==> src/rtl/dtx_pkg.sv <==
package dtx_pkg;

    typedef enum logic [2:0] {
        FLT_NONE      = 3'd0,
        FLT_ACV       = 3'd1,
        FLT_GENERIC   = 3'd2,
        FLT_MISS_PRI  = 3'd3,
        FLT_MISS_NEST = 3'd4,
        FLT_MCHK      = 3'd5
    } fault_e;

    typedef enum logic [1:0] {
        MODE_KERNEL = 2'd0,
        MODE_EXEC   = 2'd1,
        MODE_SUPER  = 2'd2,
        MODE_USER   = 2'd3
    } mode_e;

    typedef enum logic [1:0] {
        ST_IDLE = 2'd0,
        ST_EVAL = 2'd1,
        ST_DONE = 2'd2
    } state_e;

    localparam int FLAG_W    = 6;
    localparam int FLG_WR    = 0;
    localparam int FLG_ACV   = 1;
    localparam int FLG_FONR  = 2;
    localparam int FLG_FONW  = 3;
    localparam int FLG_MISS  = 4;
    localparam int FLG_BADVA = 5;

    localparam int OPC_W  = 6;
    localparam int RA_W   = 5;
    localparam int STAT_W = OPC_W + RA_W + FLAG_W;
    localparam int NMODES = 4;

    typedef struct packed {
        logic is_write;
        logic physical;
        logic alt_req;
        logic pt_walk;
        logic pc_priv;
    } req_attr_t;

endpackage

==> src/rtl/dtx_mode_sel.sv <==
module dtx_mode_sel
    import dtx_pkg::*;
(
    input  logic  pc_priv,
    input  logic  alt_req,
    input  mode_e cur_mode,
    input  mode_e alt_mode,
    output mode_e eff_mode
);

    always_comb begin
        if (pc_priv) begin
            eff_mode = alt_req ? alt_mode : MODE_KERNEL;
        end else begin
            eff_mode = cur_mode;
        end
    end

endmodule

==> src/rtl/dtx_check.sv <==
module dtx_check
    import dtx_pkg::*;
#(
    parameter int ADDR_W    = 64,
    parameter int VA_BITS   = 43,
    parameter int PA_BITS   = 44,
    parameter int PAGE_BITS = 13,
    parameter int UC_LO     = 39,
    parameter int UC_HI     = 40,
    localparam int PFN_W    = PA_BITS - PAGE_BITS
) (
    input  req_attr_t          attr,
    input  mode_e              eff_mode,
    input  mode_e              cur_mode,
    input  logic               sp_en,
    input  logic [ADDR_W-1:0]  vaddr,
    input  logic               tlb_hit,
    input  logic [PFN_W-1:0]   tlb_pfn,
    input  logic [NMODES-1:0]  tlb_rd_en,
    input  logic [NMODES-1:0]  tlb_wr_en,
    input  logic               tlb_fonr,
    input  logic               tlb_fonw,
    output fault_e             fault,
    output logic [FLAG_W-1:0]  flags,
    output logic [ADDR_W-1:0]  paddr,
    output logic               uncached,
    output logic               capture
);

    localparam logic [ADDR_W-1:0] ONE       = 1;
    localparam logic [ADDR_W-1:0] IMPL_MASK = (ONE << PA_BITS) - ONE;
    localparam logic [ADDR_W-1:0] LOW_MASK  = (ONE << UC_HI) - ONE;
    localparam logic [ADDR_W-1:0] EXT_MASK  = IMPL_MASK & ~LOW_MASK;
    localparam int SIGN_LO = VA_BITS - 1;

    logic              va_ok;
    logic              in_spage;
    logic [ADDR_W-1:0] sp_raw;
    logic [ADDR_W-1:0] sp_pa;
    logic [ADDR_W-1:0] tlb_pa;
    logic              wr_ok;
    logic              rd_ok;
    fault_e            base_fault;
    logic [ADDR_W-1:0] base_pa;

    assign va_ok    = (&vaddr[ADDR_W-1:SIGN_LO]) | ~(|vaddr[ADDR_W-1:SIGN_LO]);
    assign in_spage = sp_en && (vaddr[VA_BITS-1:VA_BITS-2] == 2'b10);
    assign sp_raw   = vaddr & IMPL_MASK;
    assign sp_pa    = (sp_raw[UC_LO] | sp_raw[UC_HI]) ? (sp_raw | EXT_MASK)
                                                      : (sp_raw & LOW_MASK);
    assign tlb_pa   = {{(ADDR_W-PA_BITS){1'b0}}, tlb_pfn, vaddr[PAGE_BITS-1:0]};
    assign wr_ok    = tlb_wr_en[eff_mode];
    assign rd_ok    = tlb_rd_en[eff_mode];

    // Path selection and flag generation
    always_comb begin
        base_fault = FLT_NONE;
        flags      = '0;
        base_pa    = '0;
        if (attr.physical) begin
            base_pa = vaddr;
        end else if (!va_ok) begin
            base_fault        = FLT_GENERIC;
            flags[FLG_WR]     = attr.is_write;
            flags[FLG_BADVA]  = 1'b1;
            flags[FLG_ACV]    = 1'b1;
        end else if (in_spage) begin
            if (cur_mode != MODE_KERNEL) begin
                base_fault     = FLT_ACV;
                flags[FLG_WR]  = attr.is_write;
                flags[FLG_ACV] = 1'b1;
            end else begin
                base_pa = sp_pa;
            end
        end else if (!tlb_hit) begin
            base_fault      = attr.pt_walk ? FLT_MISS_PRI : FLT_MISS_NEST;
            flags[FLG_WR]   = attr.is_write;
            flags[FLG_MISS] = 1'b1;
        end else begin
            base_pa = tlb_pa;
            if (attr.is_write) begin
                if (!wr_ok) begin
                    base_fault      = FLT_GENERIC;
                    flags[FLG_WR]   = 1'b1;
                    flags[FLG_ACV]  = 1'b1;
                    flags[FLG_FONW] = tlb_fonw;
                end else if (tlb_fonw) begin
                    base_fault      = FLT_GENERIC;
                    flags[FLG_WR]   = 1'b1;
                    flags[FLG_FONW] = 1'b1;
                end
            end else begin
                if (!rd_ok) begin
                    base_fault      = FLT_ACV;
                    flags[FLG_ACV]  = 1'b1;
                    flags[FLG_FONR] = tlb_fonr;
                end else if (tlb_fonr) begin
                    base_fault      = FLT_GENERIC;
                    flags[FLG_FONR] = 1'b1;
                end
            end
        end
    end

    // Physical range check and cacheability
    always_comb begin
        paddr   = base_pa;
        capture = (base_fault != FLT_NONE);
        if ((base_fault == FLT_NONE) && (|(base_pa & ~IMPL_MASK))) begin
            fault = FLT_MCHK;
        end else begin
            fault = base_fault;
        end
        uncached = (fault == FLT_NONE) && (base_pa[UC_LO] | base_pa[UC_HI]);
    end

endmodule

==> src/rtl/dtx_fault_regs.sv <==
module dtx_fault_regs
    import dtx_pkg::*;
#(
    parameter int ADDR_W    = 64,
    parameter int VA_BITS   = 43,
    parameter int PAGE_BITS = 13,
    localparam int VPN_W    = VA_BITS - PAGE_BITS,
    localparam int VF_SHIFT = 3
) (
    input  logic              clk,
    input  logic              rst_n,
    input  logic              cap_en,
    input  logic              va_rd,
    input  logic [ADDR_W-1:0] vaddr,
    input  logic [OPC_W-1:0]  opcode,
    input  logic [RA_W-1:0]   ra,
    input  logic [FLAG_W-1:0] flags,
    input  logic [ADDR_W-1:0] vf_base,
    output logic [ADDR_W-1:0] flt_va,
    output logic [STAT_W-1:0] flt_stat,
    output logic [ADDR_W-1:0] flt_vform,
    output logic              locked
);

    logic [VPN_W-1:0]  vpn;
    logic [ADDR_W-1:0] vpn_fmt;

    assign vpn     = vaddr[VA_BITS-1:PAGE_BITS];
    assign vpn_fmt = {{(ADDR_W-VPN_W-VF_SHIFT){1'b0}}, vpn, {VF_SHIFT{1'b0}}};

    always_ff @(posedge clk) begin
        if (!rst_n) begin
            flt_va    <= '0;
            flt_stat  <= '0;
            flt_vform <= '0;
            locked    <= 1'b0;
        end else if (cap_en && !locked) begin
            flt_va    <= vaddr;
            flt_stat  <= {opcode, ra, flags};
            flt_vform <= vf_base | vpn_fmt;
            locked    <= 1'b1;
        end else if (va_rd) begin
            locked    <= 1'b0;
        end
    end

endmodule

==> src/rtl/data_xlate_unit.sv <==
module data_xlate_unit
    import dtx_pkg::*;
#(
    parameter int ADDR_W    = 64,
    parameter int VA_BITS   = 43,
    parameter int PA_BITS   = 44,
    parameter int PAGE_BITS = 13,
    parameter int UC_LO     = 39,
    parameter int UC_HI     = 40,
    localparam int PFN_W    = PA_BITS - PAGE_BITS
) (
    input  logic              clk,
    input  logic              rst_n,
    input  logic              req_valid,
    input  logic              req_write,
    input  logic              req_physical,
    input  logic              req_altmode,
    input  logic              req_ptwalk,
    input  logic              req_pc_priv,
    input  logic [ADDR_W-1:0] req_vaddr,
    input  logic [5:0]        req_opcode,
    input  logic [4:0]        req_ra,
    input  logic [1:0]        cfg_cur_mode,
    input  logic [1:0]        cfg_alt_mode,
    input  logic              cfg_spage_en,
    input  logic [ADDR_W-1:0] cfg_vform_base,
    input  logic              tlb_hit,
    input  logic [PFN_W-1:0]  tlb_pfn,
    input  logic [3:0]        tlb_rd_en,
    input  logic [3:0]        tlb_wr_en,
    input  logic              tlb_fonr,
    input  logic              tlb_fonw,
    input  logic              va_rd,
    output logic              req_ready,
    output logic              resp_valid,
    output logic [2:0]        resp_fault,
    output logic [ADDR_W-1:0] resp_paddr,
    output logic              resp_uncached,
    output logic [ADDR_W-1:0] flt_va,
    output logic [16:0]       flt_stat,
    output logic [ADDR_W-1:0] flt_vform,
    output logic              flt_locked
);

    state_e state_q;
    state_e state_d;

    // Request snapshot
    req_attr_t         attr_q;
    logic [ADDR_W-1:0] vaddr_q;
    logic [OPC_W-1:0]  opc_q;
    logic [RA_W-1:0]   ra_q;
    mode_e             cur_q;
    mode_e             alt_q;
    logic              sp_en_q;
    logic [ADDR_W-1:0] base_q;
    logic              hit_q;
    logic [PFN_W-1:0]  pfn_q;
    logic [NMODES-1:0] rd_en_q;
    logic [NMODES-1:0] wr_en_q;
    logic              fonr_q;
    logic              fonw_q;

    // Evaluation results
    mode_e             eff_mode;
    fault_e            chk_fault;
    logic [FLAG_W-1:0] chk_flags;
    logic [ADDR_W-1:0] chk_paddr;
    logic              chk_unc;
    logic              chk_cap;
    fault_e            res_fault_q;
    logic [ADDR_W-1:0] res_paddr_q;
    logic              res_unc_q;
    logic              accept;
    logic              cap_en;

    assign accept = (state_q == ST_IDLE) && req_valid;
    assign cap_en = (state_q == ST_EVAL) && chk_cap;

    // State register
    always_ff @(posedge clk) begin
        if (!rst_n) begin
            state_q <= ST_IDLE;
        end else begin
            state_q <= state_d;
        end
    end

    // Transitions: ACCEPT, EVALUATE, RETIRE
    always_comb begin
        state_d = state_q;
        unique case (state_q)
            ST_IDLE: if (req_valid) state_d = ST_EVAL;
            ST_EVAL: state_d = ST_DONE;
            ST_DONE: state_d = ST_IDLE;
            default: state_d = ST_IDLE;
        endcase
    end

    // Outputs
    always_comb begin
        req_ready     = (state_q == ST_IDLE);
        resp_valid    = (state_q == ST_DONE);
        resp_fault    = res_fault_q;
        resp_paddr    = res_paddr_q;
        resp_uncached = res_unc_q;
    end

    always_ff @(posedge clk) begin
        if (!rst_n) begin
            attr_q  <= '0;
            vaddr_q <= '0;
            opc_q   <= '0;
            ra_q    <= '0;
            cur_q   <= MODE_KERNEL;
            alt_q   <= MODE_KERNEL;
            sp_en_q <= 1'b0;
            base_q  <= '0;
            hit_q   <= 1'b0;
            pfn_q   <= '0;
            rd_en_q <= '0;
            wr_en_q <= '0;
            fonr_q  <= 1'b0;
            fonw_q  <= 1'b0;
        end else if (accept) begin
            attr_q  <= '{is_write: req_write, physical: req_physical,
                         alt_req: req_altmode, pt_walk: req_ptwalk,
                         pc_priv: req_pc_priv};
            vaddr_q <= req_vaddr;
            opc_q   <= req_opcode;
            ra_q    <= req_ra;
            cur_q   <= mode_e'(cfg_cur_mode);
            alt_q   <= mode_e'(cfg_alt_mode);
            sp_en_q <= cfg_spage_en;
            base_q  <= cfg_vform_base;
            hit_q   <= tlb_hit;
            pfn_q   <= tlb_pfn;
            rd_en_q <= tlb_rd_en;
            wr_en_q <= tlb_wr_en;
            fonr_q  <= tlb_fonr;
            fonw_q  <= tlb_fonw;
        end
    end

    always_ff @(posedge clk) begin
        if (!rst_n) begin
            res_fault_q <= FLT_NONE;
            res_paddr_q <= '0;
            res_unc_q   <= 1'b0;
        end else if (state_q == ST_EVAL) begin
            res_fault_q <= chk_fault;
            res_paddr_q <= chk_paddr;
            res_unc_q   <= chk_unc;
        end
    end

    dtx_mode_sel u_mode (
        .pc_priv  (attr_q.pc_priv),
        .alt_req  (attr_q.alt_req),
        .cur_mode (cur_q),
        .alt_mode (alt_q),
        .eff_mode (eff_mode)
    );

    dtx_check #(
        .ADDR_W    (ADDR_W),
        .VA_BITS   (VA_BITS),
        .PA_BITS   (PA_BITS),
        .PAGE_BITS (PAGE_BITS),
        .UC_LO     (UC_LO),
        .UC_HI     (UC_HI)
    ) u_check (
        .attr      (attr_q),
        .eff_mode  (eff_mode),
        .cur_mode  (cur_q),
        .sp_en     (sp_en_q),
        .vaddr     (vaddr_q),
        .tlb_hit   (hit_q),
        .tlb_pfn   (pfn_q),
        .tlb_rd_en (rd_en_q),
        .tlb_wr_en (wr_en_q),
        .tlb_fonr  (fonr_q),
        .tlb_fonw  (fonw_q),
        .fault     (chk_fault),
        .flags     (chk_flags),
        .paddr     (chk_paddr),
        .uncached  (chk_unc),
        .capture   (chk_cap)
    );

    dtx_fault_regs #(
        .ADDR_W    (ADDR_W),
        .VA_BITS   (VA_BITS),
        .PAGE_BITS (PAGE_BITS)
    ) u_fregs (
        .clk       (clk),
        .rst_n     (rst_n),
        .cap_en    (cap_en),
        .va_rd     (va_rd),
        .vaddr     (vaddr_q),
        .opcode    (opc_q),
        .ra        (ra_q),
        .flags     (chk_flags),
        .vf_base   (base_q),
        .flt_va    (flt_va),
        .flt_stat  (flt_stat),
        .flt_vform (flt_vform),
        .locked    (flt_locked)
    );

endmodule

==> config.mk <==
export PLATFORM = sky130hd
export DESIGN_NAME = data_xlate_unit
export DESIGN_NICKNAME = d
export VERILOG_FILES = /design/src/rtl/dtx_pkg.sv /design/src/rtl/dtx_mode_sel.sv /design/src/rtl/dtx_check.sv /design/src/rtl/dtx_fault_regs.sv /design/src/rtl/data_xlate_unit.sv
export SDC_FILE = /design/constraint.sdc
export NUM_CORES = 1
export LEC_CHECK = 0
export BUFFER_PORTS_ARGS = -buffer_cell sky130_fd_sc_hd__buf_2
export CAP_MARGIN = 20
export CORE_MARGIN = 1
export CORE_UTILIZATION = 38
export DETAILED_ROUTE_END_ITERATION = 10
export GPL_ROUTABILITY_DRIVEN = 1
export PLACE_DENSITY = 0.65
export SYNTH_ARGS = -nofsm -noshare
export SYNTH_HDL_FRONTEND = slang
export SYNTH_SLANG_ARGS = --single-unit
==> constraint.sdc <==
create_clock -name clk -period 2.7 [get_ports clk]
set_input_delay 0.27 -clock clk [delete_from_list [all_inputs] [get_ports clk]]
set_output_delay 0.27 -clock clk [all_outputs]
set_load 0.02 [all_outputs]
Word level (Yosys, flattened, before mapping) --
Index checks and enable logic that the tools add are counted.
Operators by class: add/sub/neg operators 0, multiply operators 0, div/mod/pow operators 0, magnitude comparators 1, equality and inequality tests 4, shift operators 0, multiplexer cells 49, bitwise logic cells 5, reduce and logical (&&, ||, !) cells 16
Operator list (number):
- two-way mux 64 bit | 4
- two-way mux 44 bit | 2
- OR 64 x 33 -> 64 bit | 1
- two-way mux 3 bit | 10
- AND reduction 22 bit | 1
- OR reduction 22 bit | 1
- two-way mux 2 bit | 10
- OR reduction 20 bit | 1
- two-way mux 1 bit | 19
- logical AND 1 bit | 6
- zero test 3 bit | 2
- two-way mux 6 bit | 1
- binary-select mux 1 bit (select 2 bit) | 2
- equality test 2 bit, second input constant | 2
- case mux 2 bit (2 select lines) | 1
- nonzero test 2 bit | 2
- < comparator 2 x 3 -> 1 bit, second input constant | 1
- OR 1 bit | 3
- nonzero test 3 bit | 1
- equality test 2 x 1 -> 1 bit, second input constant | 1
- zero test 2 bit | 1
- != test 2 bit, second input constant | 1
- zero test 1 bit | 1
- NOT 1 bit | 1
Word-level totals: flip-flop bits (word level) 407, bits in latches 0, RAM bits 0, memory bits (read-only) 0, bits of input ports 195, output and inout port bits 216, word-level logic and storage cells 101, memories kept 0

Longest topological paths before layout --
depth in word-level cells 15, mapped depth 10, depth with buffers taken out 7

Modules after synthesis --
Synthesis repeated with hierarchy kept, for this count alone.
Second synthesis, totals: cell total of the unflattened synthesis 1952, area total of the unflattened synthesis 16131.7 sq um
By module, submodules not included:
- data_xlate_unit | times used 1, cells each 1154, area each 9599.2 sq um, sequential area each 5225.0 sq um
- dtx_fault_regs | times used 1, cells each 633, area each 5445.2 sq um, sequential area each 2922.8 sq um
- dtx_check | times used 1, cells each 159, area each 1059.8 sq um, sequential area each 0.0 sq um
- dtx_mode_sel | times used 1, cells each 6, area each 27.5 sq um, sequential area each 0.0 sq um

Worst setup path before layout --
OpenSTA, ideal clock, no wires.
path kind register to register, from register attr_q[0] (netlist name), to register u_fregs.flt_stat[10], setup time 0.114 ns, arrival 2.079 ns, data required time 2.586 ns, path slack 0.507 ns, cell stages (with the launch flop) 10, buffers on the path 2, clock period less this slack 2.193 ns, cell sequence dfxtp_1 -> nand3_1 -> and2_1 -> a311oi_1 -> nor4_2 -> o41a_1 -> buf_2 -> clkbuf_1 -> nand3_1 -> nand2_1
Between the ends: word-level cells in the longest chain between the ends 12, elaborated cells between the ends (all ways) 15, those cells by class mux (12); reduce/logical (3)
RTL lines:
- start: declaration | line data_xlate_unit.sv:49 | req_attr_t attr_q;
- start signal: assignment | line data_xlate_unit.sv:126 | attr_q <= '{is_write: req_write, physical: req_physical,
- two-way mux 2 bit * | line dtx_mode_sel.sv:12 | if (pc_priv) begin
- binary-select mux 1 bit (select 2 bit), on equally long branches | line dtx_check.sv:53, dtx_check.sv:52
- two-way mux 1 bit, on equally long branches | line dtx_check.sv:53, dtx_check.sv:52
- two-way mux 2 bit, on equally long branches | line dtx_check.sv:93, dtx_check.sv:82
- two-way mux 3 bit * | line dtx_check.sv:81 | if (attr.is_write) begin
- two-way mux 3 bit * | line dtx_check.sv:75 | end else if (!tlb_hit) begin
- two-way mux 3 bit * | line dtx_check.sv:67 | end else if (in_spage) begin
- two-way mux 3 bit * | line dtx_check.sv:62 | end else if (!va_ok) begin
- two-way mux 3 bit * | line dtx_check.sv:60 | if (attr.physical) begin
- nonzero test 3 bit * | line dtx_check.sv:108 | capture = (base_fault != FLT_NONE);
- logical AND 1 bit * | line data_xlate_unit.sv:78 | assign cap_en = (state_q == ST_EVAL) && chk_cap;
- logical AND 1 bit * | line dtx_fault_regs.sv:37 | end else if (cap_en && !locked) begin
- end signal: assignment | line dtx_fault_regs.sv:39 | flt_stat <= {opcode, ra, flags};
- end: declaration | line dtx_fault_regs.sv:20 | output logic [STAT_W-1:0] flt_stat,
Every way passes the cells marked *; elsewhere a longest branch is shown, timed or not. The select of a mux whose other input is x is not followed. A chain may end at the register's enable or synchronous reset.

Worst setup path after layout --
from register vaddr_q[45], to register u_fregs.flt_vform[35]
Between the ends: word-level cells in the longest chain between the ends 8, elaborated cells between the ends (all ways) 9, those cells by class mux (2); bitwise (2); reduce/logical (5)
RTL lines:
- start: declaration | line data_xlate_unit.sv:50 | logic [ADDR_W-1:0] vaddr_q;
- start signal: assignment | line data_xlate_unit.sv:129 | vaddr_q <= req_vaddr;
- OR reduction 22 bit | line dtx_check.sv:46 | assign va_ok = (&vaddr[ADDR_W-1:SIGN_LO]) | ~(|vaddr[ADDR_W-1:SIGN_LO]);
- NOT 1 bit | line dtx_check.sv:46
- OR 1 bit * | line dtx_check.sv:46
- two-way mux 3 bit * | line dtx_check.sv:62
- two-way mux 3 bit * | line dtx_check.sv:60
- nonzero test 3 bit * | line dtx_check.sv:108
- logical AND 1 bit * | line data_xlate_unit.sv:78
- logical AND 1 bit * | line dtx_fault_regs.sv:37
- end signal: assignment | line dtx_fault_regs.sv:40 | flt_vform <= vf_base | vpn_fmt;
- end: declaration | line dtx_fault_regs.sv:21 | output logic [ADDR_W-1:0] flt_vform,
Every way passes the cells marked *; elsewhere a longest branch is shown, timed or not.

==> impl_results.md <==
- Status: completed
- Final Hold Slack: 221 ps
- Crit end category: register
- Total grt overflow: 0
- Final core utilization: 54.1%
- Clock Skew: 21.3 ps
- Vias in the first global route: 14,900
- Data arrival, critical path: 3010 ps
- Yosys cell types: 42
- Fill count: 3,597
- Fraction of layout cells with a size suffix above 1: 22.6%
- Post-Place Cell Area: 0.0181 sq mm
- Synth area leader: dfxtp_1
- Antenna Nets Post-Route: 0
- Lkg Pwr: 9.53 nW
- DP HPWL: 32,400 um
- DR vias/cell: 5.18
- Via count: 15,300
- Top FF cell, synth: dfxtp_1
- Dpl ws: 96.4 ps
- Pwr Total: 14.3 mW
- Clock latency on the worst-skew pair: 570 ps
- Multi-input gate area: 0.00670 sq mm
- I/O Pins: 411
- Root Driver: clkbuf_16
- Cells after Synth: 1,860
- Final worst slack: 137 ps
- Die area: 0.0414 sq mm
- DRC: 0
- Clk buf depth: 3
- Core Region: 0.0399 sq mm
- Clock slew at reported path FFs: 60 ps
- Max_cap viols: 0
- Worst Hold Path Cells: 3
- Row count: 73
- Initial antenna violation count: 6
- H-tree levels: 2
- GR Util All Layers: 24.1%
- Synthesized flop and latch total: 407
- FF/Latch Area: 0.00815 sq mm
- Final WL: 51,200 um
- Nets: 2,592
- Post-synth net total: 2,055
- Async SR Flop Fraction: 0%
- Initial Util: 38.7%
- Max Freq: 390 MHz
- Final Setup Violations: 0
- Post-synth EDFFs: 0
- WS Path Type: register to register
- Synthesized area per cell: 8.30 sq um
- Worst-case reg-to-reg path depth: 8
- Yosys top cell area share: 52.8%
- Wire length per cell: 17.3 um
- Top cells by area, synth: dfxtp_1 53%, nand2_1 13%, a21boi_0 10%
- Clk sinks: 407
- Final Critical Period: 2560 ps
- Final Hold Fails: 0
- Initial DRC Count: 897
- Max VDD drop: 524 uV
- Slew Limit Fails: 0
- Die Height: 204 um
- Final period utilization: 94.9%
- Largest net degree at the start of global routing: 97
- First drt pass iteration count: 8
- Final Cell Area: 0.0216 sq mm
- Cell Area, Synth: 0.0154 sq mm
- Cell Pwr Density: 660 mW/mm^2
- Synthesis warning total: 0
- Worst Tran Pin Value: 709 ps
- Worst EP required: 3140 ps
- Slew headroom: 52.7%
- Total CTS buffers: 44
- Crit-path max FO: 72
- Setup crit start kind: register
- Die Wd: 204 um
- Area Growth Syn to Fin: 40.0%
- First-pass GRT wire length: 79,800 um
- Placer Congestion: 0.820
- CTS tree: done
- Hold crit path type: primary input to register
- Seq/Total Area, Yosys: 52.8%
- Buffers on Ports: 410
## placed cells by master, fill, tap and decap left out, types with 31 or more instances in the layout
cell and n:
dfxtp_1 407, nand2_1 525, clkbuf_16 45, o21ai_0 97, a221oi_1 31, buf_2 409, nor2_1 39, nand3_1 280
dlygate4sd3_1 193, a21boi_0 213
## Yosys cell counts, types with 6 or more instances
master / instances
nand4_1: 7
a221oi_1: 31
a21boi_0: 213
and2_1: 6
nand2_1: 526
nor4_1: 6
buf_4: 13
clkbuf_1: 127
buf_1: 16
dfxtp_1: 407
a21oi_1: 6
nor2_1: 39
a22oi_1: 13
nor2b_1: 20
o21ai_0: 97
nand3_1: 280
## what timing repair did
item / in CTS / in global routing
hold endpoints to repair: 193 / 0
endpoints found under the setup margin: 0 / 135
buffers inserted: 0 / 0
resized for setup: 0 / 5
hold buffers: 193 / 0
## worst max-delay path, cell delays in order, from the launching register on
cell and delay [ps]:
dfxtp_1 350, nor4_1 370, nand3_1 200, nor4_4 280, o21ai_1 190, o41a_2 510, buf_12 210, nand3_1 180
nand2_1 70
## power by group
group / internal (mW) / switching (mW) / total [mW]
sequential: 6.27 / 0.186 / 6.45
combinational: 0.672 / 0.923 / 1.59
clock: 3.73 / 2.48 / 6.21
## worst paths after layout
check        slack, ps               start                     to
max                140         vaddr_q[45]  u_fregs.flt_vform[35]
min                220               rst_n     u_fregs.flt_va[39]
max reg2reg        140         vaddr_q[45]  u_fregs.flt_vform[35]
min reg2reg        440  u_fregs.flt_va[30]     u_fregs.flt_va[30]
## kinds of logic after synthesis
family,synth area share (%)
AND/OR/NAND/NOR,25.5
AO/OA/AOI/OAI,17.5
buffers and inverters,4.29
flip-flops,52.8
## per-stage QoR
step,instances,TNS [ps]
floorplan,1860,0
global placement,2683,0
detailed placement,2683,0
CTS,2955,0
global route,2958,-23.4
finish,2958,0
## layout make-up
class	count	share of cell area (%)
Antenna cell	3	0.0347
Clock buffer	66	6.41
Clock inverter	13	0.585
Inverter	2	0.0347
Multi-Input combinational cell	1291	31.0
Sequential cell	407	37.7
Tap cell	525	3.04
Timing Repair Buffer	651	21.2
## state kept, by name, summed over array words and instances (netlist names), 2 cells and up
signal and cells:
alt_q 2, base_q 64, opc_q 6, state_q 2
u_fregs.flt_va 64, u_fregs.flt_stat 17, pfn_q 31, wr_en_q 4
cur_q 2, ra_q 5, resp_paddr 64, resp_fault 3
vaddr_q 64, attr_q 5, u_fregs.flt_vform 64, rd_en_q 4
## layer usage
metal	GRT usage, %	wire (um)	up-vias
met5	0	34	-
met2	39.5	24000	577
met1	29.5	21100	7182
met3	5.54	3260	168
li1	-	-	7384
met4	12.6	2670	6
(Power assumes the default switching activity.)
